**src/rtl/inep_pkg.sv**
```systemverilog
package inep_pkg;
  typedef enum logic [0:0] {TX_IDLE = 1'b0, TX_SEND = 1'b1} tx_state_e;

  function automatic int ptr_width(input int n);
    return (n > 1) ? $clog2(n) : 1;
  endfunction
endpackage

```
**src/rtl/inep_bank_state.sv**
```systemverilog
module inep_bank_state #(
  parameter int NUM_BANKS = 2,
  localparam int PW = inep_pkg::ptr_width(NUM_BANKS)
) (
  input  logic                 clk,
  input  logic                 rst_n,
  input  logic                 set_en,
  input  logic [PW-1:0]        set_idx,
  input  logic                 clr_en,
  input  logic [PW-1:0]        clr_idx,
  output logic [NUM_BANKS-1:0] rel_q,
  output logic [NUM_BANKS-1:0] rel_nxt
);
  always_comb begin
    rel_nxt = rel_q;
    if (set_en) rel_nxt[set_idx] = 1'b1;
    if (clr_en) rel_nxt[clr_idx] = 1'b0;
  end

  always_ff @(posedge clk) begin
    if (!rst_n) rel_q <= '0;
    else        rel_q <= rel_nxt;
  end

  assert_no_double_release_R5: assert property (@(posedge clk) disable iff (!rst_n)
    set_en |-> !rel_q[set_idx]);
  assert_free_only_released_R11: assert property (@(posedge clk) disable iff (!rst_n)
    clr_en |-> rel_q[clr_idx]);
endmodule

```
**src/rtl/inep_bank_store.sv**
```systemverilog
module inep_bank_store #(
  parameter int NUM_BANKS  = 2,
  parameter int BANK_BYTES = 64,
  localparam int PW    = inep_pkg::ptr_width(NUM_BANKS),
  localparam int CW    = $clog2(BANK_BYTES + 1),
  localparam int IW    = (BANK_BYTES > 1) ? $clog2(BANK_BYTES) : 1,
  localparam int DEPTH = NUM_BANKS * BANK_BYTES,
  localparam int AW    = (DEPTH > 1) ? $clog2(DEPTH) : 1
) (
  input  logic          clk,
  input  logic          rst_n,
  input  logic          wr_en,
  input  logic [PW-1:0] wr_bank,
  input  logic [7:0]    wr_data,
  input  logic          clr_en,
  input  logic [PW-1:0] clr_bank,
  input  logic [PW-1:0] rd_bank,
  input  logic [IW-1:0] rd_idx,
  output logic [7:0]    rd_data,
  output logic [CW-1:0] cnt_wr,
  output logic [CW-1:0] cnt_rd
);
  logic [7:0]    mem [DEPTH];
  logic [CW-1:0] cnt_q [NUM_BANKS];
  logic [AW-1:0] wr_addr, rd_addr;

  assign cnt_wr  = cnt_q[wr_bank];
  assign cnt_rd  = cnt_q[rd_bank];
  assign wr_addr = AW'(int'(wr_bank) * BANK_BYTES + int'(cnt_wr));
  assign rd_addr = AW'(int'(rd_bank) * BANK_BYTES + int'(rd_idx));
  assign rd_data = mem[rd_addr];

  always_ff @(posedge clk) begin
    if (wr_en) mem[wr_addr] <= wr_data;
  end

  for (genvar b = 0; b < NUM_BANKS; b++) begin : g_cnt
    always_ff @(posedge clk) begin
      if (!rst_n)                                  cnt_q[b] <= '0;
      else if (clr_en && clr_bank == PW'(b))       cnt_q[b] <= '0;
      else if (wr_en && wr_bank == PW'(b))         cnt_q[b] <= cnt_q[b] + 1'b1;
    end

    assert_no_overflow_R7: assert property (@(posedge clk) disable iff (!rst_n)
      cnt_q[b] <= CW'(BANK_BYTES));
  end

  assert_write_fits_R7: assert property (@(posedge clk) disable iff (!rst_n)
    wr_en |-> cnt_wr < CW'(BANK_BYTES));
endmodule

```
**src/rtl/inep_cpu_port.sv**
```systemverilog
module inep_cpu_port #(
  parameter int NUM_BANKS  = 2,
  parameter int BANK_BYTES = 64,
  localparam int PW = inep_pkg::ptr_width(NUM_BANKS),
  localparam int CW = $clog2(BANK_BYTES + 1)
) (
  input  logic                 clk,
  input  logic                 rst_n,
  input  logic                 wr_req,
  input  logic                 rel_req,
  input  logic                 ack_req,
  input  logic                 irq_en,
  input  logic [NUM_BANKS-1:0] rel_q,
  input  logic [NUM_BANKS-1:0] rel_nxt,
  input  logic [CW-1:0]        cnt_cur,
  output logic [PW-1:0]        cpu_ptr,
  output logic                 wr_acc,
  output logic                 rel_acc,
  output logic                 txrdy,
  output logic                 own,
  output logic                 wr_allowed,
  output logic                 ep_irq
);
  logic [PW-1:0] ptr_nxt, ptr_inc;
  logic          own_nxt, newly_free, txrdy_d;

  assign own        = ~rel_q[cpu_ptr];
  assign wr_allowed = own && (cnt_cur < CW'(BANK_BYTES));
  assign wr_acc     = wr_req && wr_allowed;
  assign rel_acc    = rel_req && own && !txrdy;
  assign ep_irq     = txrdy && irq_en;

  assign ptr_inc    = (cpu_ptr == PW'(NUM_BANKS - 1)) ? '0 : cpu_ptr + 1'b1;
  assign ptr_nxt    = rel_acc ? ptr_inc : cpu_ptr;
  assign own_nxt    = ~rel_nxt[ptr_nxt];
  assign newly_free = own_nxt && (rel_acc || !own);

  always_comb begin
    txrdy_d = txrdy;
    if (ack_req)    txrdy_d = 1'b0;
    if (newly_free) txrdy_d = 1'b1;
  end

  always_ff @(posedge clk) begin
    if (!rst_n) begin
      cpu_ptr <= '0;
      txrdy   <= 1'b1;
    end else begin
      cpu_ptr <= ptr_nxt;
      txrdy   <= txrdy_d;
    end
  end

  assert_txrdy_needs_own_R6: assert property (@(posedge clk) disable iff (!rst_n)
    txrdy |-> own);
  assert_early_release_ignored_R4: assert property (@(posedge clk) disable iff (!rst_n)
    (rel_req && txrdy) |=> $stable(cpu_ptr));
  assert_ack_keeps_bank_R3: assert property (@(posedge clk) disable iff (!rst_n)
    (ack_req && own && !wr_req && !rel_req) |=> (own && $stable(cnt_cur) && $stable(cpu_ptr)));
endmodule

```
**src/rtl/inep_tx_engine.sv**
```systemverilog
module inep_tx_engine #(
  parameter int NUM_BANKS  = 2,
  parameter int BANK_BYTES = 64,
  localparam int PW = inep_pkg::ptr_width(NUM_BANKS),
  localparam int CW = $clog2(BANK_BYTES + 1),
  localparam int IW = (BANK_BYTES > 1) ? $clog2(BANK_BYTES) : 1
) (
  input  logic                 clk,
  input  logic                 rst_n,
  input  logic                 in_token,
  input  logic                 host_ack,
  input  logic                 tx_ready,
  input  logic [NUM_BANKS-1:0] rel_q,
  input  logic [CW-1:0]        cnt,
  input  logic [7:0]           rd_data,
  output logic [PW-1:0]        usb_ptr,
  output logic [IW-1:0]        rd_idx,
  output logic                 free_en,
  output logic                 nak,
  output logic                 tx_valid,
  output logic [7:0]           tx_data,
  output logic                 tx_last,
  output logic                 tx_zlp
);
  import inep_pkg::*;

  tx_state_e     state_q;
  logic [PW-1:0] ptr_inc;
  logic          empty;

  assign empty    = (cnt == '0);
  assign tx_valid = (state_q == TX_SEND);
  assign tx_zlp   = tx_valid && empty;
  assign tx_last  = tx_valid && (empty || CW'(rd_idx) == cnt - 1'b1);
  assign tx_data  = tx_zlp ? 8'h00 : rd_data;
  assign ptr_inc  = (usb_ptr == PW'(NUM_BANKS - 1)) ? '0 : usb_ptr + 1'b1;
  assign free_en  = (state_q == TX_IDLE) && !in_token && host_ack && rel_q[usb_ptr];

  always_ff @(posedge clk) begin
    if (!rst_n) begin
      state_q <= TX_IDLE;
      usb_ptr <= '0;
      rd_idx  <= '0;
      nak     <= 1'b0;
    end else begin
      nak <= 1'b0;
      unique case (state_q)
        TX_IDLE: begin
          if (in_token) begin
            if (rel_q[usb_ptr]) begin
              state_q <= TX_SEND;
              rd_idx  <= '0;
            end else begin
              nak <= 1'b1;
            end
          end else if (free_en) begin
            usb_ptr <= ptr_inc;
          end
        end
        TX_SEND: begin
          if (tx_ready) begin
            if (tx_last) state_q <= TX_IDLE;
            else         rd_idx  <= rd_idx + 1'b1;
          end
        end
        default: state_q <= TX_IDLE;
      endcase
    end
  end

  assert_stream_hold_R9: assert property (@(posedge clk) disable iff (!rst_n)
    (tx_valid && !tx_ready) |=> (tx_valid && $stable(tx_data) && $stable(tx_last) && $stable(tx_zlp)));
  assert_nak_after_token_R8: assert property (@(posedge clk) disable iff (!rst_n)
    nak |-> ($past(in_token) && !tx_valid));
  assert_send_released_R12: assert property (@(posedge clk) disable iff (!rst_n)
    tx_valid |-> rel_q[usb_ptr]);
endmodule

```
**src/rtl/usb_in_ep_banks.sv**
```systemverilog
module usb_in_ep_banks #(
  parameter int NUM_BANKS  = 2,
  parameter int BANK_BYTES = 64,
  localparam int PW = inep_pkg::ptr_width(NUM_BANKS),
  localparam int CW = $clog2(BANK_BYTES + 1),
  localparam int IW = (BANK_BYTES > 1) ? $clog2(BANK_BYTES) : 1
) (
  input  logic          clk,
  input  logic          rst_n,
  input  logic          cpu_wr_en,
  input  logic [7:0]    cpu_wr_data,
  input  logic          cpu_ack_txrdy,
  input  logic          cpu_release,
  input  logic          cpu_irq_en,
  output logic          txrdy_flag,
  output logic          own_flag,
  output logic          wr_allowed,
  output logic [CW-1:0] byte_count,
  output logic          ep_irq,
  input  logic          usb_in_token,
  output logic          usb_nak,
  output logic          usb_tx_valid,
  output logic [7:0]    usb_tx_data,
  output logic          usb_tx_last,
  output logic          usb_tx_zlp,
  input  logic          usb_tx_ready,
  input  logic          usb_host_ack
);
  logic [NUM_BANKS-1:0] rel_q, rel_nxt;
  logic [PW-1:0]        cpu_ptr, usb_ptr;
  logic                 wr_acc, rel_acc, free_en;
  logic [IW-1:0]        rd_idx;
  logic [7:0]           rd_data;
  logic [CW-1:0]        cnt_cpu, cnt_usb;

  assign byte_count = cnt_cpu;

  inep_bank_state #(.NUM_BANKS(NUM_BANKS)) u_state (
    .clk(clk), .rst_n(rst_n),
    .set_en(rel_acc), .set_idx(cpu_ptr),
    .clr_en(free_en), .clr_idx(usb_ptr),
    .rel_q(rel_q), .rel_nxt(rel_nxt)
  );

  inep_bank_store #(.NUM_BANKS(NUM_BANKS), .BANK_BYTES(BANK_BYTES)) u_store (
    .clk(clk), .rst_n(rst_n),
    .wr_en(wr_acc), .wr_bank(cpu_ptr), .wr_data(cpu_wr_data),
    .clr_en(free_en), .clr_bank(usb_ptr),
    .rd_bank(usb_ptr), .rd_idx(rd_idx), .rd_data(rd_data),
    .cnt_wr(cnt_cpu), .cnt_rd(cnt_usb)
  );

  inep_cpu_port #(.NUM_BANKS(NUM_BANKS), .BANK_BYTES(BANK_BYTES)) u_cpu (
    .clk(clk), .rst_n(rst_n),
    .wr_req(cpu_wr_en), .rel_req(cpu_release), .ack_req(cpu_ack_txrdy),
    .irq_en(cpu_irq_en), .rel_q(rel_q), .rel_nxt(rel_nxt), .cnt_cur(cnt_cpu),
    .cpu_ptr(cpu_ptr), .wr_acc(wr_acc), .rel_acc(rel_acc),
    .txrdy(txrdy_flag), .own(own_flag), .wr_allowed(wr_allowed), .ep_irq(ep_irq)
  );

  inep_tx_engine #(.NUM_BANKS(NUM_BANKS), .BANK_BYTES(BANK_BYTES)) u_tx (
    .clk(clk), .rst_n(rst_n),
    .in_token(usb_in_token), .host_ack(usb_host_ack), .tx_ready(usb_tx_ready),
    .rel_q(rel_q), .cnt(cnt_usb), .rd_data(rd_data),
    .usb_ptr(usb_ptr), .rd_idx(rd_idx), .free_en(free_en), .nak(usb_nak),
    .tx_valid(usb_tx_valid), .tx_data(usb_tx_data),
    .tx_last(usb_tx_last), .tx_zlp(usb_tx_zlp)
  );
endmodule

```
**config.mk**
```make
export PLATFORM = sky130hd
export DESIGN_NAME = usb_in_ep_banks
export DESIGN_NICKNAME = d
export VERILOG_FILES = /design/src/rtl/inep_pkg.sv /design/src/rtl/inep_bank_state.sv /design/src/rtl/inep_bank_store.sv /design/src/rtl/inep_cpu_port.sv /design/src/rtl/inep_tx_engine.sv /design/src/rtl/usb_in_ep_banks.sv
export SDC_FILE = /design/constraint.sdc
export NUM_CORES = 1
export LEC_CHECK = 0
export ABC_AREA = 0
export BUFFER_PORTS_ARGS = -buffer_cell sky130_fd_sc_hd__buf_4
export CAP_MARGIN = 10
export CORE_MARGIN = 2
export CORE_UTILIZATION = 57
export CTS_CLUSTER_SIZE = 16
export DETAILED_ROUTE_END_ITERATION = 8
export GPL_ROUTABILITY_DRIVEN = 0
export HOLD_SLACK_MARGIN = 0.03
export PLACE_DENSITY_LB_ADDON = 0.2
export SLEW_MARGIN = 40
export SYNTH_ARGS = -nofsm -noshare
export SYNTH_HDL_FRONTEND = slang
export SYNTH_SLANG_ARGS = --single-unit
```
**constraint.sdc**
```tcl
create_clock -name clk -period 3.1 [get_ports clk]
set_input_delay 0.62 -clock clk [delete_from_list [all_inputs] [get_ports clk]]
set_output_delay 0.62 -clock clk [all_outputs]
set_load 0.01 [all_outputs]
```
==> impl_results.md <==
- Rows: 98
- Placed instance area: between 40000 and 50000 um2
- Vias in the first global route: a little over 20000
- Hold Path Class: input pin to flip-flop
- DR vias: around 20000
- Post-Synthesis Cells: between 1500 and 2000
- Synth Net Count: ~1900
- Ys async rst share: 0
- Post-route ant nets: 0
- Final hold violations: 0
- Largest net degree at the start of global routing: ~110
- Vias per inst: ~6.4
- Hold Slack: roughly 0.17 ns
- Initial antenna violation count: 0
- Cell count after placement: 2959
- Arrival @ worst endpoint: 3.62 ns
- Synth unique cells: 51
- Setup Skew: ~0.026 ns
- Worst path required time: about 2.5 ns
- DP Worst Slack: -0.627 ns
- Congestion Overflow GR: 0
- Leak: roughly 15 nW
- Unrepaired setup endpoints after global routing: yes
- Synth Cell Area: 41300 um2
- # setup viols final: 9
- Most common cell after layout, fill and taps aside: edfxtp_1
- Die area: approximately 75000 um2
- Initial drt markers: between 2000 and 2500
- Tightest Pin Transition: around 0.8 ns
- Layout Area Growth over Synthesis: 17.3%
- Max clock buf depth: 3
- First-pass iteration count of the detailed router: 5
- #FFs+latches synth: about 1100
- CTS tree: yes
- Status: finished with violations
- Wire length per cell: 29.6 um
- Crit start category: flip-flop
- MaxCap Viol Count: 0
- Ant diodes: 0
- Failing checks: negative setup slack
- Clock power frac: 0.421
- Ports: 40
- Prevailing post-synth register cell: edfxtp_1
- Internal: roughly 0.023 W
- Seq pwr share: 0.540
- Post-Layout Cell Count: between 3000 and 4000
- Die height: 273 um
- Tmin final: around 4.2 ns
- Number of H-tree levels: 3
- Sw power: a little under 0.006 W
- WL final: about 94000 um
- Syn. warnings: 0
- Final nets: around 2200
- Num CTS Buffers: between 100 and 150
- # hold bufs at CTS: 0
- Fmax: ~240 MHz
- Mean Syn Cell Area: approximately 23 um2
- Post-synth EDFFs: about 1000
- TritonCTS Sinks: 1053
- Setup WS post-layout: -1.14 ns
- Clock latency on the worst-skew pair: roughly 0.66 ns
- Proportion of power drawn by combinational gates: 0.039
- Maximum fanout along the worst path: 15
- Initial core utilization: 0.577
- Die W: about 270 um
- Core ar.: 71600 um2
- Cell Pwr Density: around 600 nW/um2
- Switching share of total power: 0.203
- Input/output buffers: 39
- Worst setup EP type: output pin
- Post-DP HPWL: just under 60000 um
- Layout cell share with drive strength beyond 1: 0.364
- Finished Cell Area: 48400 um2
- Root Driver: clkbuf_16
- DRC errors left: 0
- Post-synthesis sequential area ratio: 0.762
- Worst VDD drop: 0.531 mV
- Max-slew violations: 0
- First-pass GRT wire length: 139000 um
- Tot GR Track Use: 0.258
- Clock-pin slew on the worst setup and hold paths: roughly 0.07 ns
- Most frequent cells in the layout: 1038 x edfxtp_1, 336 x mux4_2, 254 x buf_4
- Util after Layout: 0.676
- Period Utilization, post-route: 1.37
- Worst reg2reg setup slack: 0.17 ns
- Critical path type: flip-flop to output pin
- Slew HR: 0.465
-- metrics by stage --
| step | total power [W] | TNS, ns |
|---|---|---|
| after floorplan | 0.0165 | 0 |
| after global placement | 0.0171 | -4.60 |
| after detailed placement | 0.0171 | -4.66 |
| after CTS | 0.0293 | -9.43 |
| after global routing | 0.0300 | -9.81 |
| final | 0.0292 | -9.17 |
-- path summary, 6_finish.rpt --
path | end | cells past startpoint | from
setup / recovery | usb_tx_data[1] | 7 | u_tx.rd_idx[0]$_SDFFE_PN0P_
hold / removal | u_tx.tx_valid$_SDFF_PN0_ | 2 | usb_tx_ready
setup reg to reg | u_tx.rd_idx[3]$_SDFFE_PN0P_ | 12 | u_store.cnt_q[0][1]$_SDFFCE_PN0P_
hold reg to reg | u_state.rel_q[0]$_SDFF_PN0_ | 2 | u_state.rel_q[0]$_SDFF_PN0_
-- power by group through the flow --
| stage | Clock, W | Combinational (W) | Sequential (W) |
|---|---|---|---|
| after detailed placement | 0 | 0.00106 | 0.0161 |
| after floorplan | 0 | 0.000464 | 0.0160 |
| after CTS | 0.0125 | 0.00110 | 0.0157 |
| after global routing | 0.0130 | 0.00122 | 0.0158 |
| after global placement | 0 | 0.00102 | 0.0160 |
| final | 0.0123 | 0.00115 | 0.0158 |
-- logic make-up after synthesis --
family          after synthesis  share of synthesized area
flops                      1053                      0.762
mux                         352                      0.187
simple gates                247                     0.0253
buf+inv                     107                     0.0115
compound gates               45                    0.00770
xor+xnor                     21                    0.00479
fa+ha+maj                     4                    0.00121
-- state kept, by name (all words and copies together) (netlist names), named ones only --
| signal | flops |
|---|---|
| u_cpu.cpu_ptr | 1 |
| u_cpu.txrdy | 1 |
| u_tx.tx_valid | 1 |
| u_tx.nak | 1 |
| u_tx.rd_idx | 6 |
| u_store.cnt_q | 14 |
| u_store.mem | 1024 |
| u_tx.usb_ptr | 1 |
| u_state.rel_q | 2 |
-- routing by layer --
metal / track usage / part of all wire
met5: 0 / 0
met4: 0.0641 / 0.023
met3: 0.0324 / 0.078
met2: 0.409 / 0.49
met1: 0.389 / 0.41
-- synthesized netlist by cell type (all sizes together) (2+ instances only) --
cell type | count | share of area
or3 | 3 | 0.00045
nor4b | 2 | 0.00042
mux4 | 336 | 0.18
ha | 4 | 0.0012
nor3 | 5 | 0.00061
o21bai | 2 | 0.00036
mux2 | 3 | 0.00082
nor2 | 164 | 0.015
nand2 | 36 | 0.0033
o21a | 2 | 0.00036
a21boi | 3 | 0.00055
mux2i | 13 | 0.0032
xor2 | 5 | 0.0011
clkbuf | 53 | 0.0048
dfxtp | 15 | 0.0073
nand3 | 7 | 0.00085
o21ai | 10 | 0.0012
a22o | 8 | 0.0017
a21oi | 8 | 0.00097
and2 | 4 | 0.00061
and3 | 5 | 0.00076
nor2b | 3 | 0.00045
o211ai | 2 | 0.00036
o31ai | 3 | 0.00055
or4 | 2 | 0.00036
buf | 43 | 0.0057
inv | 11 | 0.0010
nand2b | 4 | 0.00061
nand4 | 6 | 0.00091
edfxtp | 1038 | 0.75
xnor2 | 15 | 0.0032
-- timing repair --
action / CTS / global route
endpoints found under the setup margin: 10 / 10
setup buffers: 15 / 13
pin swaps: 4 / 10
gates resized for setup: 15 / 29
-- area by class of cell --
class	count	area, um2
Sequential cell	1053	31500
Fill cell	4394	23200
Clock buffer	127	2710
Tap cell	950	1190
Inverter	11	41.3
Multi-Input combinational cell	669	9500
Clock inverter	62	631
Timing Repair Buffer	305	2860
-- critical path, cell delays in order, from the launching register on --
cell     delay (ns)
dfxtp_4        0.38
buf_12         0.19
buf_12         0.20
mux4_2         0.57
mux4_2         0.55
mux4_2         0.61
a22o_1         0.29
buf_4          0.15
Note: power is estimated with default switching activity, not from simulation.
